**config.mk**
```make
export PLATFORM = sky130hd
export DESIGN_NAME = desc_copy_engine
export DESIGN_NICKNAME = d
export VERILOG_FILES = /design/src/rtl/dce_pkg.sv /design/src/rtl/dce_regs.sv /design/src/rtl/dce_mover.sv /design/src/rtl/desc_copy_engine.sv
export SDC_FILE = /design/constraint.sdc
export NUM_CORES = 1
export LEC_CHECK = 0
export ABC_AREA = 1
export BUFFER_PORTS_ARGS = -buffer_cell sky130_fd_sc_hd__buf_4
export CELL_PAD_IN_SITES_DETAIL_PLACEMENT = 1
export CELL_PAD_IN_SITES_GLOBAL_PLACEMENT = 1
export CORE_ASPECT_RATIO = 1.4
export CORE_MARGIN = 2
export CORE_UTILIZATION = 40
export CTS_BUF_LIST = sky130_fd_sc_hd__clkbuf_2
export CTS_CLUSTER_DIAMETER = 40
export DETAILED_ROUTE_END_ITERATION = 8
export PLACE_DENSITY_LB_ADDON = 0.3
export SYNTH_ARGS = -nofsm -noshare
export SYNTH_HDL_FRONTEND = slang
export SYNTH_SLANG_ARGS = --single-unit
```
**constraint.sdc**
```tcl
create_clock -name clk -period 8.4 [get_ports clk]
set_clock_uncertainty 0.05 [all_clocks]
set_input_delay 1.68 -clock clk [delete_from_list [all_inputs] [get_ports clk]]
set_output_delay 1.68 -clock clk [all_outputs]
set_load 0.05 [all_outputs]
```
**src/rtl/dce_pkg.sv**
```systemverilog
package dce_pkg;
  typedef enum logic [2:0] {
    ST_IDLE, ST_SRC_ADDR, ST_SRC_LEN, ST_DST_ADDR, ST_RD_DATA, ST_WR_DATA, ST_DONE
  } eng_state_e;

  localparam logic [7:0] OFF_CTRL  = 8'h00;
  localparam logic [7:0] OFF_IRST  = 8'h04;
  localparam logic [7:0] OFF_SBASE = 8'h08;
  localparam logic [7:0] OFF_DBASE = 8'h0C;
  localparam logic [7:0] OFF_COUNT = 8'h10;
  localparam logic [7:0] OFF_SWIDX = 8'h14;
  localparam logic [7:0] OFF_HWIDX = 8'h18;

  localparam int LEN_LSB = 16;
  localparam int LEN_W   = 14;
endpackage

```
**src/rtl/dce_regs.sv**
```systemverilog
module dce_regs
  import dce_pkg::*;
#(
  parameter int ADDR_W = 32,
  parameter int IDX_W  = 6
) (
  input  logic              clk,
  input  logic              rst_n,
  input  logic              wr_en,
  input  logic [7:0]        addr,
  input  logic [31:0]       wdata,
  output logic [31:0]       rdata,
  input  logic              busy,
  input  logic [IDX_W-1:0]  hw_idx,
  output logic              run,
  output logic              wb_en,
  output logic [ADDR_W-1:0] src_base,
  output logic [ADDR_W-1:0] dst_base,
  output logic [IDX_W-1:0]  ring_mask,
  output logic              ring_zero,
  output logic [IDX_W-1:0]  sw_idx,
  output logic              idx_clr
);
  logic [IDX_W:0] count_q;
  logic [IDX_W:0] count_m1;

  assign count_m1  = count_q - 1'b1;
  assign ring_mask = count_m1[IDX_W-1:0];
  assign ring_zero = (count_q == '0);
  assign idx_clr   = wr_en && (addr == OFF_IRST) && wdata[0] && !busy;

  always_ff @(posedge clk or negedge rst_n) begin
    if (!rst_n) begin
      run      <= 1'b0;
      wb_en    <= 1'b0;
      src_base <= '0;
      dst_base <= '0;
      count_q  <= '0;
      sw_idx   <= '0;
    end else if (idx_clr) begin
      sw_idx <= '0;
    end else if (wr_en) begin
      case (addr)
        OFF_CTRL:  begin run <= wdata[0]; wb_en <= wdata[1]; end
        OFF_SBASE: src_base <= wdata[ADDR_W-1:0];
        OFF_DBASE: dst_base <= wdata[ADDR_W-1:0];
        OFF_COUNT: count_q  <= wdata[IDX_W:0];
        OFF_SWIDX: if (!ring_zero) sw_idx <= wdata[IDX_W-1:0] & ring_mask;
        default: ;
      endcase
    end
  end

  always_comb begin
    rdata = '0;
    case (addr)
      OFF_CTRL:  rdata = {23'b0, busy, 6'b0, wb_en, run};
      OFF_SBASE: rdata = 32'(src_base);
      OFF_DBASE: rdata = 32'(dst_base);
      OFF_COUNT: rdata = 32'(count_q);
      OFF_SWIDX: rdata = 32'(sw_idx);
      OFF_HWIDX: rdata = 32'(hw_idx);
      default:   rdata = '0;
    endcase
  end
endmodule

```
**src/rtl/dce_mover.sv**
```systemverilog
module dce_mover
  import dce_pkg::*;
#(
  parameter int ADDR_W  = 32,
  parameter int IDX_W   = 6,
  parameter bit DONE_HI = 1'b1
) (
  input  logic              clk,
  input  logic              rst_n,
  input  logic              run,
  input  logic              wb_en,
  input  logic [ADDR_W-1:0] src_base,
  input  logic [ADDR_W-1:0] dst_base,
  input  logic [IDX_W-1:0]  ring_mask,
  input  logic              ring_zero,
  input  logic [IDX_W-1:0]  sw_idx,
  input  logic              idx_clr,
  output logic [IDX_W-1:0]  hw_idx,
  output logic              busy,
  output logic              mem_req_valid,
  input  logic              mem_req_ready,
  output logic              mem_req_we,
  output logic [ADDR_W-1:0] mem_req_addr,
  output logic [31:0]       mem_req_wdata,
  input  logic              mem_rsp_valid,
  input  logic [31:0]       mem_rsp_data
);
  localparam int DONE_BIT = DONE_HI ? 31 : 15;
  localparam int WCNT_W   = LEN_W - 1;

  eng_state_e           state;
  logic                 pend;
  logic [ADDR_W-1:0]    src_ptr, dst_ptr, doff;
  logic [LEN_W-1:0]     len_q, len_in;
  logic [WCNT_W-1:0]    words_left;
  logic [LEN_W:0]       len_rnd;
  logic [31:0]          data_q;
  logic                 fire, got;

  assign busy    = (state != ST_IDLE);
  assign doff    = ADDR_W'({hw_idx, 4'b0000});
  assign len_in  = mem_rsp_data[LEN_LSB +: LEN_W];
  assign len_rnd = {1'b0, len_in} + (LEN_W+1)'(3);
  assign fire    = mem_req_valid && mem_req_ready;
  assign got     = pend && mem_rsp_valid;

  always_comb begin
    mem_req_valid = 1'b0;
    mem_req_we    = 1'b0;
    mem_req_addr  = '0;
    mem_req_wdata = '0;
    case (state)
      ST_SRC_ADDR: begin mem_req_valid = !pend; mem_req_addr = src_base + doff; end
      ST_SRC_LEN:  begin mem_req_valid = !pend; mem_req_addr = src_base + doff + ADDR_W'(4); end
      ST_DST_ADDR: begin mem_req_valid = !pend; mem_req_addr = dst_base + doff; end
      ST_RD_DATA:  begin mem_req_valid = !pend; mem_req_addr = src_ptr; end
      ST_WR_DATA: begin
        mem_req_valid = 1'b1; mem_req_we = 1'b1;
        mem_req_addr  = dst_ptr; mem_req_wdata = data_q;
      end
      ST_DONE: begin
        mem_req_valid = wb_en; mem_req_we = 1'b1;
        mem_req_addr  = dst_base + doff + ADDR_W'(4);
        mem_req_wdata = (32'(len_q) << LEN_LSB) | (32'd1 << DONE_BIT);
      end
      default: ;
    endcase
  end

  always_ff @(posedge clk or negedge rst_n) begin
    if (!rst_n) begin
      state      <= ST_IDLE;
      pend       <= 1'b0;
      hw_idx     <= '0;
      src_ptr    <= '0;
      dst_ptr    <= '0;
      len_q      <= '0;
      words_left <= '0;
      data_q     <= '0;
    end else begin
      if (fire && !mem_req_we) pend <= 1'b1;
      case (state)
        ST_IDLE: begin
          if (idx_clr) hw_idx <= '0;
          else if (run && !ring_zero && (hw_idx != sw_idx)) state <= ST_SRC_ADDR;
        end
        ST_SRC_ADDR: if (got) begin
          pend <= 1'b0; src_ptr <= ADDR_W'(mem_rsp_data); state <= ST_SRC_LEN;
        end
        ST_SRC_LEN: if (got) begin
          pend       <= 1'b0;
          len_q      <= len_in;
          words_left <= len_rnd[LEN_W:2];
          state      <= ST_DST_ADDR;
        end
        ST_DST_ADDR: if (got) begin
          pend    <= 1'b0;
          dst_ptr <= ADDR_W'(mem_rsp_data);
          state   <= (words_left == '0) ? ST_DONE : ST_RD_DATA;
        end
        ST_RD_DATA: if (got) begin
          pend    <= 1'b0;
          data_q  <= mem_rsp_data;
          src_ptr <= src_ptr + ADDR_W'(4);
          state   <= ST_WR_DATA;
        end
        ST_WR_DATA: if (fire) begin
          dst_ptr    <= dst_ptr + ADDR_W'(4);
          words_left <= words_left - 1'b1;
          state      <= (words_left == WCNT_W'(1)) ? ST_DONE : ST_RD_DATA;
        end
        ST_DONE: if (!wb_en || fire) begin
          hw_idx <= (hw_idx + 1'b1) & ring_mask;
          state  <= ST_IDLE;
        end
        default: state <= ST_IDLE;
      endcase
    end
  end
endmodule

```
**src/rtl/desc_copy_engine.sv**
```systemverilog
module desc_copy_engine
  import dce_pkg::*;
#(
  parameter int ADDR_W   = 32,
  parameter int RING_MAX = 64,
  parameter bit DONE_HI  = 1'b1
) (
  input  logic              clk,
  input  logic              rst_n,
  input  logic              reg_wr_en,
  input  logic [7:0]        reg_addr,
  input  logic [31:0]       reg_wdata,
  output logic [31:0]       reg_rdata,
  output logic              mem_req_valid,
  input  logic              mem_req_ready,
  output logic              mem_req_we,
  output logic [ADDR_W-1:0] mem_req_addr,
  output logic [31:0]       mem_req_wdata,
  input  logic              mem_rsp_valid,
  input  logic [31:0]       mem_rsp_data
);
  localparam int IDX_W = $clog2(RING_MAX);

  logic              run_w, wb_en_w, ring_zero_w, idx_clr_w, busy_w;
  logic [ADDR_W-1:0] src_base_w, dst_base_w;
  logic [IDX_W-1:0]  ring_mask_w, sw_idx_w, hw_idx_w;

  dce_regs #(.ADDR_W(ADDR_W), .IDX_W(IDX_W)) u_regs (
    .clk(clk), .rst_n(rst_n), .wr_en(reg_wr_en), .addr(reg_addr),
    .wdata(reg_wdata), .rdata(reg_rdata), .busy(busy_w), .hw_idx(hw_idx_w),
    .run(run_w), .wb_en(wb_en_w), .src_base(src_base_w), .dst_base(dst_base_w),
    .ring_mask(ring_mask_w), .ring_zero(ring_zero_w), .sw_idx(sw_idx_w),
    .idx_clr(idx_clr_w)
  );

  dce_mover #(.ADDR_W(ADDR_W), .IDX_W(IDX_W), .DONE_HI(DONE_HI)) u_mover (
    .clk(clk), .rst_n(rst_n), .run(run_w), .wb_en(wb_en_w),
    .src_base(src_base_w), .dst_base(dst_base_w), .ring_mask(ring_mask_w),
    .ring_zero(ring_zero_w), .sw_idx(sw_idx_w), .idx_clr(idx_clr_w),
    .hw_idx(hw_idx_w), .busy(busy_w),
    .mem_req_valid(mem_req_valid), .mem_req_ready(mem_req_ready),
    .mem_req_we(mem_req_we), .mem_req_addr(mem_req_addr),
    .mem_req_wdata(mem_req_wdata), .mem_rsp_valid(mem_rsp_valid),
    .mem_rsp_data(mem_rsp_data)
  );
endmodule

```
==> results of run 1 <==
## per-layer routing
layer	part of all wire, %	vias up	GRT usage, %
met3	4.0	190	3.32
met5	0	-	0
met2	50	516	56.0
li1	-	8604	-
met4	5.5	0	16.2
met1	40	8805	37.4
## sequential cells by signal (all words and copies together), names as in the netlist
name	flops
u_regs.wb_en	1
u_regs.sw_idx	6
u_mover.pend	1
u_regs.count_q	7
u_regs.src_base	32
u_mover.words_left	13
u_regs.run	1
u_mover.state	3
u_regs.dst_base	32
u_mover.len_q	14
u_mover.hw_idx	6
u_mover.src_ptr	32
u_mover.data_q	32
u_mover.dst_ptr	32
## how the worst max path moves through the flow
stage	from	to	slack, ns	cells after the start
2_1_floorplan	reg_addr[7]	reg_rdata[31]	2.95	7
3_3_place_gp	reg_addr[7]	reg_rdata[3]	2.49	9
3_5_place_dp	reg_addr[7]	reg_rdata[2]	2.35	9
4_1_cts	u_mover.state[0]$_DFFE_PN0P_	mem_req_addr[12]	1.51	13
5_1_grt	u_mover.state[0]$_DFFE_PN0P_	mem_req_addr[12]	1.25	13
6_report	u_mover.state[0]$_DFFE_PN0P_	mem_req_addr[12]	1.59	13
## worst max-delay path, stage by stage, from the launching register on
cell and delay (ns):
dfrtp_1 0.56, nor2_8 0.80, inv_4 0.48, o21ai_4 0.28
ha_1 0.24, nand3_2 0.13, nor2_2 0.16, nand3_2 0.14
nor2_2 0.17, inv_1 0.07, nor2_1 0.32, nor2_1 0.09
o221ai_1 0.34, buf_4 0.28
## cell type report
cell class              count  share of cell area (%)
diodes                      1                  0.0136
clock buffers              72                    1.95
clock inverters            32                    1.19
inverters                 329                    6.71
multi-input cells        1868                    50.2
flip-flops and latches    212                    28.8
well taps                 534                    3.62
repair buffers            185                    7.56
## metrics by stage
step	utilization (%)	power (mW)	setup slack, ns	cells
after floorplan	-	3.70	2.95	2494
after global placement	44.6	4.58	2.49	3128
after detailed placement	44.6	4.68	2.35	3128
after CTS	46.0	5.54	1.51	3232
after global routing	46.0	5.91	1.25	3233
final	46.0	5.53	1.59	3233
## power by group through the flow
stage | clock, mW | sequential (mW) | combinational [mW]
floorplan | 0 | 1.57 | 2.13
global placement | 0 | 1.67 | 2.92
detailed placement | 0 | 1.68 | 3.00
CTS | 0.865 | 1.66 | 3.01
global route | 0.909 | 1.71 | 3.29
finish | 0.844 | 1.67 | 3.02
## cells in the mapped netlist (all sizes together) (2+ instances only)
master   instances
inv            324
o311ai           4
a22oi           10
clkbuf          47
nor2           268
nand2          740
a21boi           2
a2111oi          6
o21a             4
nand3          221
o211ai          12
o41ai            4
a211oi           3
nor4            20
nor3b            2
nand3b           3
a32oi            6
fa               2
o22ai           34
ha              20
a221oi          12
buf             38
o31ai            9
o21ai          246
xor2            36
nor3            39
nand4           50
a21oi           49
a311oi           5
xnor2            5
o21bai           4
clkinv           5
o2111ai          3
a22o            16
dfrtp          212
o221ai           6
a31oi           20
or2              2
## logic make-up after synthesis
kind of cell / count (synthesis) / synth area share (%)
adder cells (fa/ha/maj): 22 / 1.80
XOR/XNOR: 41 / 2.22
AND/OR/NAND/NOR: 1346 / 36.0
flip-flops: 212 / 32.8
buffers and inverters: 414 / 10.1
AO/OA/AOI/OAI: 459 / 17.1
==> run metrics, run 1 <==
Critical Path Source Type flip-flop; clock latency on the worst-skew pair 1.00 ns; Crit path arrival time approximately 5.1 ns; commonest non-fill, non-tap cell in the layout nand2_1; synth top area cells dfrtp_1 (33%), nand2_1 (17%), inv_1 (7.3%); Final nets between 2000 and 3000; clock sinks between 200 and 250; status complete, no violations; EDFF count, synth 0; Root Driver clkbuf_2; Multi-input gate area 9250 sq um; first drt pass iteration count 7; PortBufs ~170; first-pass GRT wire length 105 mm; filler cell count in the final layout approximately 5500; critical path type reg -> out; largest area contributor in the netlist dfrtp_1; routed length per instance roughly 21 microns; Clk pwr share 15.2%; total number of yosys warnings 0; Core ar. 40100 sq um; Seq cells post-synth ~210; Post-CTS Setup Repair Bufs 0; Net Sw Frac between 50% and 60%; Antenna Nets Post-Route 0; PostCTS Resize Cnt 0; setup_tns 0 ns; syn_area_per_cell 6.48 sq um; DRT iter0 DRCs about 1100; Critical Path RT 6.67 ns; Clock Tree Buf Depth 3; H-tree depth 2; post-placement cell area 17900 sq um; Die Height 242 microns; top cell type's share of synthesized area between 30% and 40%; Comb pwr share 54.6%; largest net degree at the start of global routing 79; Worst-path clk slew 0.11 ns; Max Cap Viol 0; worst reg2reg endpoint u_mover.dst_ptr[31]$_DFFE_PN0P_; reg-to-reg slack, setup ~4 ns; die width around 170 microns; fin crit period between 6 and 7 ns; Slew headroom around 19%; CP endpoint kind output port; Die ar. around 42000 sq um; Final Slew Violations 0; most frequent cells in the layout nand2_1 (719), inv_1 (314), nor2_1 (238); Final Cell Area about 18000 sq um; Total Wirelength roughly 67 mm; register area 5310 sq um; Std-Cell Rows 87; Max IR drop VDD 0.193 mV; asr flop ratio synth 100%; sw power 3.00 mW; CTS Hold Bufs 0; Synth cell types between 60 and 70; Hold WC Path Type reg -> reg; antenna violations before repair 1; final setup fails 0; RePlAce Congestion roughly 0.94; fmax roughly 0.15 GHz; Worst-Margin Slew about 1.2 ns; initial core utilization ~40%; Post-Syn Instances between 2000 and 2500; post-synth net total around 2600; P per Cell Area approximately 300 nW/um^2; share of layout cells above drive strength 1 about 13%; final worst-path cycle share approximately four fifths; Final Hold Fails 0; RSZ-0062 raised after global routing false; internal power around 2.5 mW; DR vias 18100; total track usage between 30% and 40%; Layout area overhead 14.1%; Synth Cell Area 16200 sq um; Min-Delay Path Depth 2; gr ovfl total 0; DRC viols 0; sequential-to-total area share from yosys stat 32.8%; Hold WS roughly 0.45 ns; IO Count approximately 180; vias in the first global route ~19000; CTS Buf Count 57; CTS tree yes; post-DP HPWL ~53 mm; vias per cell 5.60; sequential share of power 30.2%; hold endpoint u_mover.dst_ptr[0]$_DFFE_PN0P_; crit-path max FO between 60 and 70; Static Leak roughly 9 nW; Reg-to-Reg Start u_mover.state[0]$_DFFE_PN0P_; R2R depth 12; top_reg_cell synth dfrtp_1; worst hold path startpoint u_mover.dst_ptr[0]$_DFFE_PN0P_
Power figures use the tool's default switching activity.
==> run 2: changes to the inputs <==
--- a/config.mk
+++ b/config.mk
@@ -11,7 +11,7 @@
 export CELL_PAD_IN_SITES_GLOBAL_PLACEMENT = 1
 export CORE_ASPECT_RATIO = 1.4
 export CORE_MARGIN = 2
-export CORE_UTILIZATION = 40
+export CORE_UTILIZATION = 39
 export CTS_BUF_LIST = sky130_fd_sc_hd__clkbuf_2
 export CTS_CLUSTER_DIAMETER = 40
 export DETAILED_ROUTE_END_ITERATION = 8
==> constraint.sdc (replaced) <==
create_clock -name clk -period 6.07 [get_ports clk]
set_clock_uncertainty 0.05 [all_clocks]
set_input_delay 1.214 -clock clk [delete_from_list [all_inputs] [get_ports clk]]
set_output_delay 1.214 -clock clk [all_outputs]
set_load 0.05 [all_outputs]
==> run 2 against run 1 <==
  * Sequential power increased by 38%
  * Register-to-register slack lost 2.1 ns
  * Critical path depth rose by 1
  * Critical path type unchanged
  * Largest power group unchanged
  * Highest routed layer unchanged
==> run metrics, run 2 (synthesis results as in run 1) <==
Clk pwr share 14.8% (was 15.2%); initial core utilization 39.4% (was 40.4%); Slew headroom 16.2% (was 19.3%); busiest grt layer met2 (unchanged); status complete, no violations (unchanged); final worst slack 0.326 ns (was 1.59 ns); met1 GRT Util 36.9% (was 37.4%); Worst path slowest cell dfrtp_1 (was nor2_8); total power 7.65 mW (was 5.53 mW); CP Cell Sequence nor2_8 -> buf_6 -> o21ai_1 -> inv_1 -> ha_1 -> nand3_2 -> nor2_2 -> nand3_2 -> nor2_2 -> inv_1 -> nor2_1 -> nor2_1 -> o221ai_1 -> buf_4 (was nor2_8 -> inv_4 -> o21ai_4 -> ha_1 -> nand3_2 -> nor2_2 -> nand3_2 -> nor2_2 -> inv_1 -> nor2_1 -> nor2_1 -> o221ai_1 -> buf_4); Std-Cell Rows 88 (was 87); clock sinks 212 (unchanged); Clock Tree Buf Depth 3 (unchanged); Net Sw Frac 54.1% (was 54.2%); Die Height 245 microns (was 242 microns); CTS tree yes (unchanged); met3 usage 2.85% (was 3.32%); CP endpoint kind output port (unchanged); IO Count 175 (unchanged); Die ar. 43100 sq um (was 42100 sq um); fin crit period roughly 5.7 ns; Root Driver clkbuf_2 (unchanged); Core ar. 41100 sq um (was 40100 sq um); Final nets 2759 (was 2752); RSZ-0062 raised after global routing false (unchanged); sw power 4.14 mW (was 3.00 mW); internal power 3.51 mW (was 2.53 mW); P per Cell Area 414 nW/um^2 (was 300 nW/um^2); die width 176 microns (was 174 microns); first-pass GRT wire length 105 mm (about the same); Max Cap Viol 0 (unchanged); vias per cell 5.57 (was 5.60); CTS Buf Count 58 (was 57); share of layout cells above drive strength 1 13.4% (was 12.9%); most frequent cells in the layout nand2_1 (719), inv_1 (314), nor2_1 (238) (unchanged); Final Slew Violations 0 (unchanged); routed length per instance 20.6 microns (was 20.7 microns); met2 usage 55.3% (was 56.0%); critical path type reg -> out (unchanged); setup_tns 0 ns (unchanged); post-DP HPWL 53.0 mm (was 52.9 mm); Worst-path clk slew 0.10 ns (was 0.11 ns); sequential share of power 30.2% (about the same); crit-path max FO 60 (was 61); CTS Hold Bufs 0 (unchanged); Comb pwr share 55.0% (was 54.6%); CP max stage delay 0.56 ns (was 0.80 ns); total track usage 31.1% (was 31.5%); Hold WS 0.124 ns (was 0.446 ns); Post-CTS Setup Repair Bufs 0 (unchanged); DRT iter0 DRCs 897 (was 1078); final cell count without fillers 3248 (was 3233); Layout area overhead 14.4% (was 14.1%); Static Leak 8.86 nW (was 8.81 nW); antenna violations before repair 1 (unchanged); Critical Path Source Type flip-flop (unchanged); H-tree depth 2 (unchanged); Antenna Nets Post-Route 0 (unchanged); Hold WC Path Type in -> async (was reg -> reg); gr ovfl total 0 (unchanged); Total Wirelength 67.0 mm (was 67.1 mm); DRC viols 0 (unchanged); worst slack, placed 1.12 ns (was 2.35 ns); reg-to-reg slack, setup 1.91 ns (was 4.06 ns); Final Hold Fails 0 (unchanged); PortBufs 174 (unchanged); DR vias 18100 (about the same); Crit path arrival time 4.48 ns (was 5.08 ns); fmax between 0.15 and 0.2 GHz; final setup fails 0 (unchanged); commonest non-fill, non-tap cell in the layout nand2_1 (unchanged); PostCTS Resize Cnt 0 (unchanged); clock latency on the worst-skew pair 0.95 ns (was 1.00 ns); first drt pass iteration count 5 (was 7); vias in the first global route 19100 (was 19000); Max IR drop VDD 0.231 mV (was 0.193 mV); RePlAce Congestion 0.947 (was 0.944); Cells after DPL 3140 (was 3128); final worst-path cycle share between 90% and 100%; Critical Path RT 4.81 ns (was 6.67 ns); Worst-Margin Slew 1.25 ns (was 1.21 ns); largest net degree at the start of global routing 107 (was 79)
[run 2: cell count changes in the layout (fill, tap and decap cells not counted), sizes merged]
cell	previous run	this run
clkinvlp	2	0
inv	325	326
bufinv	3	2
buf	184	190
clkinv	31	27
clkbuf	73	82
[run 2: worst max-delay path: cells and delay by family, from the launching register on]
kind / cells / cell delay [ns]
AOI/OAI and AO/OA: 2 / 0.61
DFF: 1 / 0.56
buffers and inverters: 4 / 0.93
and+or+nand+nor: 7 / 1.19
adders and majority gates: 1 / 0.23
[run 2: worst paths after layout]
kind / from / to / cells after the start
min in group clk: mem_rsp_data[30] / u_mover.data_q[30]$_DFFE_PN0P_ / 3
worst max register to register: u_mover.state[0]$_DFFE_PN0P_ / u_mover.dst_ptr[31]$_DFFE_PN0P_ / 12
worst min register to register: u_mover.data_q[27]$_DFFE_PN0P_ / u_mover.data_q[27]$_DFFE_PN0P_ / 2
worst max-delay path: u_mover.state[0]$_DFFE_PN0P_ / mem_req_addr[12] / 14
worst min-delay path: rst_n / u_mover.data_q[12]$_DFFE_PN0P_ / 1
max in group asynchronous: rst_n / u_regs.dst_base[25]$_DFFE_PN0P_ / 2
[run 2: stage by stage]
step                      util [%]  cell area (sq um)
final                         45.0              18500
after global routing          45.0              18500
after CTS                     45.0              18500
after global placement        43.6              17900
after detailed placement      43.6              17900
after floorplan                  -              16200
[run 2: layer usage]
metal | vias up | routed length, microns
li1 | 8599 | -
met1 | 8843 | 27200
met2 | 489 | 33600
met3 | 174 | 2470
met4 | 0 | 3740
met5 | - | 0
[run 2: layout make-up]
cell class / count / area (sq um)
Antenna cell: 1 / 2.50
Clock buffer: 81 / 405
Clock inverter: 26 / 161
Fill cell: 5528 / 22600
Inverter: 329 / 1240
Multi-Input combinational cell: 1868 / 9250
Sequential cell: 212 / 5310
Tap cell: 540 / 676
Timing Repair Buffer: 191 / 1460
[run 2: power groups by stage]
stage / clock network [mW] / registers [mW] / logic, mW
2_1_floorplan: 0 / 2.18 / 2.95
3_3_place_gp: 0 / 2.30 / 4.07
3_5_place_dp: 0 / 2.33 / 4.19
4_1_cts: 1.18 / 2.30 / 4.20
5_1_grt: 1.24 / 2.38 / 4.60
6_report: 1.14 / 2.31 / 4.21
==> run 3: changes to the inputs <==
--- a/config.mk
+++ b/config.mk
@@ -6,7 +6,7 @@
 export NUM_CORES = 1
 export LEC_CHECK = 0
 export ABC_AREA = 1
-export BUFFER_PORTS_ARGS = -buffer_cell sky130_fd_sc_hd__buf_4
+export BUFFER_PORTS_ARGS = -buffer_cell sky130_fd_sc_hd__buf_2
 export CELL_PAD_IN_SITES_DETAIL_PLACEMENT = 1
 export CELL_PAD_IN_SITES_GLOBAL_PLACEMENT = 1
 export CORE_ASPECT_RATIO = 1.4
==> run 3 against run 2 <==
  * Highest routed layer is now met5
  * Count of clock-buffer cells in the layout down 6
  * Global-route usage shrank 0.093 points
  * Critical endpoint unchanged
  * Final cell count is 0.22% lower
  * Worst setup slack improved by 0.057 ns
  * Combinational power fell by 4%
  * Sequential power about the same
  * Sequential cell count is the same
  * Total power decreased by 2.8%
  * Sequential share of layout area rose by 0.79 points
  * Die area unchanged
  * First-iteration DRC count down 3.3%
==> run metrics, run 3 (synthesis results as in run 1) <==
status complete, no violations (unchanged); largest net degree at the start of global routing 111 (was 107); die width 176 microns (unchanged); Hold WC Path Type in -> async (unchanged); Worst-Margin Slew 1.16 ns (was 1.25 ns); Final Slew Violations 0 (unchanged); PortBufs 174 (unchanged); CTS tree yes (unchanged); final cell count without fillers 3241 (was 3248); most frequent cells in the layout nand2_1 (719), inv_1 (314), nor2_1 (238) (unchanged); Final Hold Fails 0 (unchanged); first drt pass iteration count 5 (unchanged); worst slack, placed 1.42 ns (was 1.12 ns); DRC viols 0 (unchanged); Crit path arrival time 4.42 ns (was 4.48 ns); Post-CTS Setup Repair Bufs 0 (unchanged); critical path type reg -> out (unchanged); Die Height 245 microns (unchanged); post-DP HPWL 53.5 mm (was 53.0 mm); final setup fails 0 (unchanged); clock latency on the worst-skew pair 0.97 ns (was 0.95 ns); P per Cell Area 413 nW/um^2 (was 414 nW/um^2); Max Cap Viol 0 (unchanged); final worst slack 0.383 ns (was 0.326 ns); antenna violations before repair 2 (was 1); Die ar. 43100 sq um (unchanged); Cells after DPL 3139 (was 3140); setup_tns 0 ns (unchanged); IO Count 175 (unchanged); Max IR drop VDD 0.291 mV (was 0.231 mV); routed length per instance 20.7 microns (was 20.6 microns); Core ar. 41100 sq um (unchanged); Std-Cell Rows 88 (unchanged); fmax 0.176 GHz (was 0.174 GHz); Slew headroom 21.9% (was 16.2%); gr ovfl total 0 (unchanged); Final nets 2755 (was 2759); Layout area overhead 11.4% (was 14.4%); CTS Buf Count 55 (was 58); first-pass GRT wire length 104 mm (was 105 mm); H-tree depth 2 (unchanged); fin crit period 5.69 ns (was 5.74 ns); CP endpoint kind output port (unchanged); Worst-path clk slew 0.10 ns (about the same); clock sinks 212 (unchanged); share of layout cells above drive strength 1 13.2% (was 13.4%); crit-path max FO 54 (was 60); vias in the first global route 18700 (was 19100); initial core utilization 39.4% (unchanged); vias per cell 5.54 (was 5.57); RePlAce Congestion 0.954 (was 0.947); PostCTS Resize Cnt 0 (unchanged); total track usage 31.0% (was 31.1%); RSZ-0062 raised after global routing false (unchanged); Total Wirelength 67.2 mm (was 67.0 mm); commonest non-fill, non-tap cell in the layout nand2_1 (unchanged); Antenna Nets Post-Route 0 (unchanged); DRT iter0 DRCs 867 (was 897); Root Driver clkbuf_2 (unchanged); Critical Path RT 4.81 ns (about the same); final worst-path cycle share 93.7% (was 94.6%); Critical Path Source Type flip-flop (unchanged); Static Leak 8.75 nW (was 8.86 nW); Clock Tree Buf Depth 3 (unchanged); DR vias 18000 (was 18100); CTS Hold Bufs 0 (unchanged)
[run 3: where the power goes]
part	total, mW	switching, mW	internal (mW)
Combinational	4.06	3.02	1.04
Sequential	2.31	0.445	1.87
Clock	1.07	0.678	0.389
Total	7.44	4.14	3.30
[run 3: routing by layer]
metal | vias up | share of wire, % | routed length, microns | global-route usage, %
met4 | 2 | 5.9 | 3990 | 17.2
met2 | 474 | 50 | 33300 | 54.8
met1 | 8702 | 41 | 27300 | 36.7
li1 | 8602 | - | - | -
met5 | - | 0.025 | 17 | 0
met3 | 179 | 3.8 | 2540 | 2.88
[run 3: cell type report]
type / instances / area (sq um)
repair buffers: 190 / 1010
clock buffers: 75 / 375
inverters: 329 / 1240
fillers: 5585 / 23100
multi-input cells: 1868 / 9250
flip-flops and latches: 212 / 5310
diodes: 1 / 2.50
clock inverters: 26 / 140
well taps: 540 / 676
[run 3: stage by stage]
stage	total power [mW]	utilization, %	instance area (sq um)	hold WS, ns
after floorplan	5.12	-	16200	0.392
after global placement	6.20	42.6	17500	0.411
after detailed placement	6.36	42.6	17500	0.427
after CTS	7.45	43.8	18000	0.174
after global routing	7.97	43.8	18000	0.184
final	7.44	43.8	18000	0.170
[run 3: worst paths after layout]
check	startpoint	to	slack, ns	cells past startpoint
setup reg to reg	u_mover.state[0]$_DFFE_PN0P_	u_mover.dst_ptr[21]$_DFFE_PN0P_	2.39	13
setup / recovery	u_mover.state[0]$_DFFE_PN0P_	mem_req_addr[12]	0.38	13
max in group asynchronous	rst_n	u_mover.src_ptr[22]$_DFFE_PN0P_	4.59	2
hold reg to reg	u_mover.data_q[17]$_DFFE_PN0P_	u_mover.data_q[17]$_DFFE_PN0P_	0.45	2
hold / removal	rst_n	u_mover.data_q[9]$_DFFE_PN0P_	0.17	1
min in group clk	mem_rsp_data[30]	u_mover.data_q[30]$_DFFE_PN0P_	0.44	3
[run 3: critical path, cell delays in order (launching register included)]
cell and delay [ns]:
dfrtp_1 0.56, nor2_8 0.25, buf_4 0.58, nand2_1 0.11, nand2_1 0.17, nand3_2 0.14
nor2_2 0.17, nand3_2 0.13, nor2_2 0.16, inv_1 0.07, nor2_1 0.30, nor2_1 0.09
o221ai_1 0.37, buf_2 0.35
